$ cat src/rtl/sysctl_pkg.sv
package sysctl_pkg;

    localparam int DATA_W = 32;
    localparam int KEY_W  = 16;

    localparam logic [KEY_W-1:0]  UNLOCK_KEY  = 16'hA05F;
    localparam logic [DATA_W-1:0] ID_WORD     = 32'h411A3001;
    localparam logic [DATA_W-1:0] STAT_WORD   = 32'h00100000;
    localparam logic [DATA_W-1:0] OSC_RST     = 32'h01000048;
    localparam logic [DATA_W-1:0] AUX_RST     = 32'h0007FEFF;
    localparam logic [DATA_W-1:0] SDRAM_BASE  = 32'h00011122;
    localparam logic [DATA_W-1:0] INIT_RST    = 32'h00000112;

    // word offsets inside the low 0x100 bytes
    localparam logic [5:0] WO_ID     = 6'd0;
    localparam logic [5:0] WO_PROC   = 6'd1;
    localparam logic [5:0] WO_OSC    = 6'd2;
    localparam logic [5:0] WO_CTRL   = 6'd3;
    localparam logic [5:0] WO_STAT   = 6'd4;
    localparam logic [5:0] WO_LOCK   = 6'd5;
    localparam logic [5:0] WO_AUX    = 6'd7;
    localparam logic [5:0] WO_SDRAM  = 6'd8;
    localparam logic [5:0] WO_INIT   = 6'd9;
    localparam logic [5:0] WO_FA_SET = 6'd12;
    localparam logic [5:0] WO_FA_CLR = 6'd13;
    localparam logic [5:0] WO_FB_SET = 6'd14;
    localparam logic [5:0] WO_FB_CLR = 6'd15;

    typedef enum logic [1:0] {
        BUS_IDLE,
        BUS_RD_OK,
        BUS_RD_BAD,
        BUS_WR_BAD
    } bus_state_e;

    typedef enum logic [3:0] {
        SEL_ID, SEL_PROC, SEL_OSC, SEL_CTRL, SEL_STAT, SEL_LOCK, SEL_AUX,
        SEL_SDRAM, SEL_INIT, SEL_FA_SET, SEL_FA_CLR, SEL_FB_SET, SEL_FB_CLR,
        SEL_DESC, SEL_BLANK, SEL_NONE
    } reg_sel_e;

    function automatic logic [DATA_W-1:0] sdram_size_code(input int mem_mib);
        if (mem_mib >= 256)      return 32'h10;
        else if (mem_mib >= 128) return 32'h0C;
        else if (mem_mib >= 64)  return 32'h08;
        else if (mem_mib >= 32)  return 32'h04;
        else                     return 32'h00;
    endfunction

    function automatic logic [7:0] density_code(input int mem_mib);
        if (mem_mib >= 256)      return 8'd64;
        else if (mem_mib >= 128) return 8'd32;
        else if (mem_mib >= 64)  return 8'd16;
        else if (mem_mib >= 32)  return 8'd4;
        else                     return 8'd2;
    endfunction

    function automatic logic [7:0] desc_byte(input int idx, input int mem_mib);
        case (idx)
            0:  return 8'h80;
            1:  return 8'h08;
            2:  return 8'h04;
            3:  return 8'h0B;
            4:  return 8'h09;
            5:  return 8'h01;
            6:  return 8'h40;
            8:  return 8'h02;
            9:  return 8'hA0;
            10: return 8'hA0;
            13: return 8'h08;
            15: return 8'h01;
            16: return 8'h0E;
            17: return 8'h04;
            18: return 8'h1C;
            19: return 8'h01;
            20: return 8'h02;
            21: return 8'h20;
            22: return 8'hC0;
            27: return 8'h30;
            28: return 8'h28;
            29: return 8'h30;
            30: return 8'h28;
            31: return density_code(mem_mib);
            default: return 8'h00;
        endcase
    endfunction

endpackage

$ cat src/rtl/sysctl_addr_decode.sv
module sysctl_addr_decode
    import sysctl_pkg::*;
#(
    parameter int ADDR_W     = 12,
    parameter int DESC_IDX_W = 5
) (
    input  logic [ADDR_W-1:0]     addr,
    output reg_sel_e              sel,
    output logic                  rd_legal,
    output logic                  wr_legal,
    output logic [DESC_IDX_W-1:0] desc_idx
);

    localparam int LOW_SPAN_W = 9;

    logic upper_zero;

    generate
        if (ADDR_W > LOW_SPAN_W) begin : g_upper
            assign upper_zero = (addr[ADDR_W-1:LOW_SPAN_W] == '0);
        end else begin : g_no_upper
            assign upper_zero = 1'b1;
        end
    endgenerate

    assign desc_idx = addr[DESC_IDX_W+1:2];

    always_comb begin
        sel = SEL_NONE;
        if (upper_zero) begin
            if (addr[8]) begin
                sel = addr[7] ? SEL_BLANK : SEL_DESC;
            end else begin
                unique case (addr[7:2])
                    WO_ID:     sel = SEL_ID;
                    WO_PROC:   sel = SEL_PROC;
                    WO_OSC:    sel = SEL_OSC;
                    WO_CTRL:   sel = SEL_CTRL;
                    WO_STAT:   sel = SEL_STAT;
                    WO_LOCK:   sel = SEL_LOCK;
                    WO_AUX:    sel = SEL_AUX;
                    WO_SDRAM:  sel = SEL_SDRAM;
                    WO_INIT:   sel = SEL_INIT;
                    WO_FA_SET: sel = SEL_FA_SET;
                    WO_FA_CLR: sel = SEL_FA_CLR;
                    WO_FB_SET: sel = SEL_FB_SET;
                    WO_FB_CLR: sel = SEL_FB_CLR;
                    default:   sel = SEL_NONE;
                endcase
            end
        end
    end

    always_comb begin
        unique case (sel)
            SEL_FA_CLR, SEL_FB_CLR, SEL_NONE: rd_legal = 1'b0;
            default:                          rd_legal = 1'b1;
        endcase
        unique case (sel)
            SEL_OSC, SEL_CTRL, SEL_LOCK, SEL_AUX, SEL_SDRAM, SEL_INIT,
            SEL_FA_SET, SEL_FA_CLR, SEL_FB_SET, SEL_FB_CLR: wr_legal = 1'b1;
            default:                                        wr_legal = 1'b0;
        endcase
    end

endmodule

$ cat src/rtl/sysctl_regfile.sv
module sysctl_regfile
    import sysctl_pkg::*;
#(
    parameter int MEM_MIB    = 128,
    parameter int DESC_IDX_W = 5
) (
    input  logic                  clk,
    input  logic                  rst_n,
    input  logic                  wr_commit,
    input  reg_sel_e              sel,
    input  logic [DATA_W-1:0]     wdata,
    input  logic [DESC_IDX_W-1:0] desc_idx,
    output logic [DATA_W-1:0]     rd_word,
    output logic                  remap_active,
    output logic                  led_on,
    output logic                  board_rst_req,
    output logic [DATA_W-1:0]     osc_main,
    output logic [DATA_W-1:0]     osc_aux,
    output logic [KEY_W-1:0]      lock_key
);

    localparam logic [DATA_W-1:0] SDRAM_RST = SDRAM_BASE | sdram_size_code(MEM_MIB);
    localparam int CTRL_W = 3;

    logic [DATA_W-1:0] osc_q, aux_q, sdram_q, init_q, flag_a_q, flag_b_q;
    logic [KEY_W-1:0]  lock_q;
    logic [CTRL_W-1:0] ctrl_q;
    logic              brst_q;
    logic              unlocked;

    assign unlocked = (lock_q == UNLOCK_KEY);

    always_ff @(posedge clk or negedge rst_n) begin
        if (!rst_n) begin
            osc_q    <= OSC_RST;
            aux_q    <= AUX_RST;
            sdram_q  <= SDRAM_RST;
            init_q   <= INIT_RST;
            lock_q   <= '0;
            flag_a_q <= '0;
            flag_b_q <= '0;
            ctrl_q   <= '0;
            brst_q   <= 1'b0;
        end else begin
            brst_q <= wr_commit && (sel == SEL_CTRL) && wdata[3];
            if (wr_commit) begin
                unique case (sel)
                    SEL_OSC:    if (unlocked) osc_q <= wdata;
                    SEL_AUX:    if (unlocked) aux_q <= wdata;
                    SEL_LOCK:   lock_q   <= wdata[KEY_W-1:0];
                    SEL_CTRL:   ctrl_q   <= wdata[CTRL_W-1:0];
                    SEL_SDRAM:  sdram_q  <= wdata;
                    SEL_INIT:   init_q   <= wdata;
                    SEL_FA_SET: flag_a_q <= flag_a_q | wdata;
                    SEL_FA_CLR: flag_a_q <= flag_a_q & ~wdata;
                    SEL_FB_SET: flag_b_q <= flag_b_q | wdata;
                    SEL_FB_CLR: flag_b_q <= flag_b_q & ~wdata;
                    default:    ;
                endcase
            end
        end
    end

    always_comb begin
        unique case (sel)
            SEL_ID:     rd_word = ID_WORD;
            SEL_STAT:   rd_word = STAT_WORD;
            SEL_OSC:    rd_word = osc_q;
            SEL_AUX:    rd_word = aux_q;
            SEL_LOCK:   rd_word = {{(DATA_W-KEY_W-1){1'b0}}, unlocked, lock_q};
            SEL_CTRL:   rd_word = {{(DATA_W-CTRL_W){1'b0}}, ctrl_q};
            SEL_SDRAM:  rd_word = sdram_q;
            SEL_INIT:   rd_word = init_q;
            SEL_FA_SET: rd_word = flag_a_q;
            SEL_FB_SET: rd_word = flag_b_q;
            SEL_DESC:   rd_word = {{(DATA_W-8){1'b0}}, desc_byte(int'(desc_idx), MEM_MIB)};
            default:    rd_word = '0;
        endcase
    end

    assign remap_active  = ~ctrl_q[2];
    assign led_on        = ctrl_q[0];
    assign board_rst_req = brst_q;
    assign osc_main      = osc_q;
    assign osc_aux       = aux_q;
    assign lock_key      = lock_q;

endmodule

$ cat src/rtl/sysctl_bus_fsm.sv
module sysctl_bus_fsm
    import sysctl_pkg::*;
(
    input  logic              clk,
    input  logic              rst_n,
    input  logic              wr_en,
    input  logic              rd_en,
    input  logic              rd_legal,
    input  logic              wr_legal,
    input  logic [DATA_W-1:0] rd_word,
    output logic              wr_commit,
    output logic [DATA_W-1:0] rdata,
    output logic              rvalid,
    output logic              err
);

    bus_state_e state_q, state_d;
    logic [DATA_W-1:0] rdata_q;

    assign wr_commit = wr_en && wr_legal;

    always_comb begin
        if (wr_en)      state_d = wr_legal ? BUS_IDLE  : BUS_WR_BAD;
        else if (rd_en) state_d = rd_legal ? BUS_RD_OK : BUS_RD_BAD;
        else            state_d = BUS_IDLE;
    end

    always_ff @(posedge clk or negedge rst_n) begin
        if (!rst_n) begin
            state_q <= BUS_IDLE;
            rdata_q <= '0;
        end else begin
            state_q <= state_d;
            rdata_q <= (state_d == BUS_RD_OK) ? rd_word : '0;
        end
    end

    always_comb begin
        unique case (state_q)
            BUS_IDLE:   begin rvalid = 1'b0; err = 1'b0; end
            BUS_RD_OK:  begin rvalid = 1'b1; err = 1'b0; end
            BUS_RD_BAD: begin rvalid = 1'b1; err = 1'b1; end
            BUS_WR_BAD: begin rvalid = 1'b0; err = 1'b1; end
            default:    begin rvalid = 1'b0; err = 1'b0; end
        endcase
    end

    assign rdata = rdata_q;

endmodule

$ cat src/rtl/sysctl_regblock.sv
module sysctl_regblock
    import sysctl_pkg::*;
#(
    parameter int ADDR_W  = 12,
    parameter int MEM_MIB = 128
) (
    input  logic              clk,
    input  logic              rst_n,
    input  logic              bus_wr,
    input  logic              bus_rd,
    input  logic [ADDR_W-1:0] bus_addr,
    input  logic [31:0]       bus_wdata,
    output logic [31:0]       bus_rdata,
    output logic              bus_rvalid,
    output logic              bus_err,
    output logic              remap_active,
    output logic              led_on,
    output logic              board_rst_req
);

    localparam int DESC_IDX_W = 5;

    reg_sel_e                sel;
    logic                    rd_legal, wr_legal, wr_commit;
    logic [DESC_IDX_W-1:0]   desc_idx;
    logic [DATA_W-1:0]       rd_word;
    logic [DATA_W-1:0]       osc_main_w, osc_aux_w;
    logic [KEY_W-1:0]        lock_key_w;

    sysctl_addr_decode #(.ADDR_W(ADDR_W), .DESC_IDX_W(DESC_IDX_W)) u_dec (
        .addr     (bus_addr),
        .sel      (sel),
        .rd_legal (rd_legal),
        .wr_legal (wr_legal),
        .desc_idx (desc_idx)
    );

    sysctl_bus_fsm u_fsm (
        .clk       (clk),
        .rst_n     (rst_n),
        .wr_en     (bus_wr),
        .rd_en     (bus_rd),
        .rd_legal  (rd_legal),
        .wr_legal  (wr_legal),
        .rd_word   (rd_word),
        .wr_commit (wr_commit),
        .rdata     (bus_rdata),
        .rvalid    (bus_rvalid),
        .err       (bus_err)
    );

    sysctl_regfile #(.MEM_MIB(MEM_MIB), .DESC_IDX_W(DESC_IDX_W)) u_regs (
        .clk           (clk),
        .rst_n         (rst_n),
        .wr_commit     (wr_commit),
        .sel           (sel),
        .wdata         (bus_wdata),
        .desc_idx      (desc_idx),
        .rd_word       (rd_word),
        .remap_active  (remap_active),
        .led_on        (led_on),
        .board_rst_req (board_rst_req),
        .osc_main      (osc_main_w),
        .osc_aux       (osc_aux_w),
        .lock_key      (lock_key_w)
    );

endmodule

$ cat config.mk
export PLATFORM = sky130hd
export DESIGN_NAME = sysctl_regblock
export DESIGN_NICKNAME = d
export VERILOG_FILES = /design/src/rtl/sysctl_pkg.sv /design/src/rtl/sysctl_addr_decode.sv /design/src/rtl/sysctl_regfile.sv /design/src/rtl/sysctl_bus_fsm.sv /design/src/rtl/sysctl_regblock.sv
export SDC_FILE = /design/constraint.sdc
export NUM_CORES = 1
export LEC_CHECK = 0
export CAP_MARGIN = 20
export CORE_MARGIN = 10
export CORE_UTILIZATION = 63
export DETAILED_ROUTE_END_ITERATION = 16
export PLACE_DENSITY_LB_ADDON = 0.15
export SYNTH_ARGS = -nofsm -noshare
export SYNTH_HDL_FRONTEND = slang
export SYNTH_HIERARCHICAL = 1
export SYNTH_SLANG_ARGS = --single-unit
$ cat constraint.sdc
create_clock -name clk -period 3.77 [get_ports clk]
set_clock_uncertainty 0.15 [all_clocks]
set_input_delay 0.754 -clock clk [delete_from_list [all_inputs] [get_ports clk]]
set_output_delay 0.754 -clock clk [all_outputs]
set_load 0.005 [all_outputs]
==> out/qor.csv <==
metric,value,unit
Setup TNS,0,ns
Synth top cells by count,"215 x dfrtp_1, 129 x mux2_2, 78 x a21oi_1, 65 x a31oi_1, 58 x a22oi_1",
Top Usage Layer GRT,met2,
final setup violation count,0,
Core Footprint,0.01742,mm²
fmax,0.2731,GHz
endpoints failing hold,0,
CTS tree,done,
worst slew margin relative to its limit,50.54,%
Worst-Margin Slew,0.7418,ns
# IOs,85,
GR Util met1,31.79,%
VDD IR max,0.3389,mV
sequential share of the synthesized area,55.00,%
total CTS buffers,25,
post-synthesis mux area share,15.21,%
met2 Use GR,43.07,%
RSZ-0062 raised after global routing,no,
GP Congestion,0.8286,
largest family of logic cells by synthesized area,compound AO/OA/AOI/OAI gates,
worst-path fanout max,4,
clock share of power,46.9,%
antenna violations before repair,0,
leakage power,6.689,nW
post-synth top area share,47.77,%
Mapped Nets,966,
Mapped Area,0.01126,mm²
"Primary FF master, synth",dfrtp_1,
Post-Synth Simple-Gate Area,8.720,%
wire length per cell,24.24,µm
Die Y-Extent,153.7,µm
M3 GR Usage,5.077,%
Synth cell types,73,
post-synthesis adder-cell area fraction,0.5554,%
min Tclk post-route,3.661,ns
GRT overflow,0,
CTS max path bufs,3,
first-pass GRT wire length,49250,µm
CP endpoint kind,flop,
Seq cells post-synth,246,
post-synthesis cell count,913,
crit share post-route,97.11,%
H-tree depth,1,
Setup crit start kind,primary input,
DRT Wirelength,30830,µm
most common cell in the netlist,dfrtp_1,
"Setup Fix Bufs, Post-CTS",0,
IO buf count,82,
area of the die,0.02363,mm²
asr flop ratio synth,100.0,%
cts hold-fix bufs,0,
pin count of the biggest net entering global routing,95,
combinational fraction of design power,4.4,%
Area contributors post-synth,"dfrtp_1 48%, mux2_2 13%, dfstp_2 7.2%",
detailed-route DRC error count,0,
"area leader, netlist",dfrtp_1,
Hold WS,0.06824,ns
Vias,8520,
Finished Cell Area,0.01377,mm²
XOR/XNOR Fraction of Synth Area,0.2333,%
Std-Cell Rows,48,
gr usage total,25.29,%
number of fill cells in the layout,1058,
flop2flop setup slack,1.34,ns
number of enable flip-flop cells after synthesis,0,
layout cells sized above 1,35.34,%
power per cell area,394.9,mW/mm²
starting density of the core,64.67,%
Root Buffer,clkbuf_16,
internal power,4.261,mW
number of global-route vias before repair,8981,
Ant. Diodes,0,
clock slew at reported path FFs,0.06,ns
pins over their slew limit,0,
Critical Path RT,4.03,ns
worst hold path class,in -> async,
Final HPWL DP,19640,µm
status,"complete, no violations",
Max Cap Viol,0,
DRT antenna net count,0,
nets,1081,
Synth warnings,6,
sw frac,21.66,%
Worst Setup Path Type,in -> reg,
area of placed instances,0.01290,mm²
Pre-antenna DRT Iters,7,
latest clock arrival within the worst-skew pair,0.54,ns
sequential power share,48.7,%
Net Sw Power,1.178,mW
Worst Path Arrival,3.92,ns
Synth Area in Compound Gates,15.67,%
Mean Syn Cell Area,12.34,µm²
Vias/cell,6.698,
clock sink count,246,
Die X,153.7,µm
total power draw,5.439,mW
DR iter-0 viols,872,
area delta synth->final,22.27,%
-- stage by stage --
stage	util (%)	setup WS (ns)	cells
2_1_floorplan	-	0.07935	913
6_report	79.07	0.1089	1272
5_1_grt	79.07	0.001779	1272
3_5_place_dp	74.09	-0.5313	1226
3_3_place_gp	74.09	-0.4194	1226
4_1_cts	79.00	0.06368	1272
-- kinds of logic (layout without fill, tap and decap cells) --
group	Yosys count	after routing
compound gates	265	265
xor+xnor	3	3
fa+ha+maj	5	5
buf+inv	106	240
flops	246	246
mux	148	148
simple gates	140	140
-- power groups by stage --
stage	clock, mW	sequential, mW	combinational [mW]
after global placement	0	2.70	0.227
after floorplan	0	2.70	0.0808
final	2.55	2.65	0.240
after CTS	2.57	2.65	0.240
after detailed placement	0	2.70	0.237
after global routing	2.69	2.65	0.263
-- placed cells by master (no fill, tap or decap), drive strengths merged, types with 3 or more instances in the layout --
cell / synthesis / layout
ha: 5 / 5
a22o: 7 / 7
nor2b: 6 / 6
dfstp: 31 / 31
clkinv: 0 / 5
nor2: 9 / 9
a21o: 4 / 4
dfrtp: 215 / 215
inv: 12 / 14
nand2: 15 / 15
bufinv: 0 / 3
xnor2: 3 / 3
mux2: 146 / 146
nand4: 6 / 6
a31oi: 65 / 65
or3: 3 / 3
clkbuf: 47 / 36
and2: 33 / 33
o211ai: 3 / 3
and3: 4 / 4
nand3: 27 / 27
nor4bb: 4 / 4
o21ai: 11 / 11
buf: 47 / 101
a21oi: 78 / 78
nand2b: 4 / 4
clkdlybuf4s50: 0 / 81
a221oi: 6 / 6
and4b: 3 / 3
nor4b: 4 / 4
a22oi: 58 / 58
a222oi: 17 / 17
nor3: 4 / 4
-- cell type report --
cell class | instances | area [µm²] | area share, %
well taps | 225 | 281.5 | 2.044
multi-input cells | 561 | 4632 | 33.63
repair buffers | 182 | 1764 | 12.81
flip-flops and latches | 246 | 6195 | 44.98
inverters | 12 | 45.04 | 0.3271
clock buffers | 36 | 706.9 | 5.133
clock inverters | 10 | 147.6 | 1.072
-- worst max-delay path, cell delays in order --
cell,delay (ns)
clkdlybuf4s50_1,0.48
inv_1,0.07
ha_1,0.31
nor2b_1,0.15
a211oi_2,0.28
o21ai_2,0.08
or4_1,0.40
a32oi_1,0.23
and2_2,0.19
or4b_2,0.67
mux2_2,0.31
-- timing repair --
item,4_1_cts,5_1_grt
pin swaps,0,1
resized for setup,1,5
endpoints found under the setup margin,1,150
-- path summary, 6_finish.rpt --
path | from | end | cells past startpoint
worst max register to register | u_regs/lock_key[10] | u_regs/osc_aux[29] | 5
worst max-delay path | bus_addr[2] | u_regs/ctrl_q[0] | 11
worst min-delay path | rst_n | u_fsm/rdata[26] | 1
worst min register to register | u_regs/osc_aux[23] | u_regs/osc_aux[23] | 1
min in group clk | u_regs/osc_aux[23] | u_regs/osc_aux[23] | 1
max in group asynchronous | rst_n | u_regs/osc_aux[18] | 2
-- layer usage --
metal / share of wire, % / up-vias
met1: 39 / 4329
met3: 8.4 / 71
met4: 2.8 / 0
li1: - / 3664
met5: 0 / -
met2: 50 / 456
No activity file was read; power rests on OpenSTA's default activity.
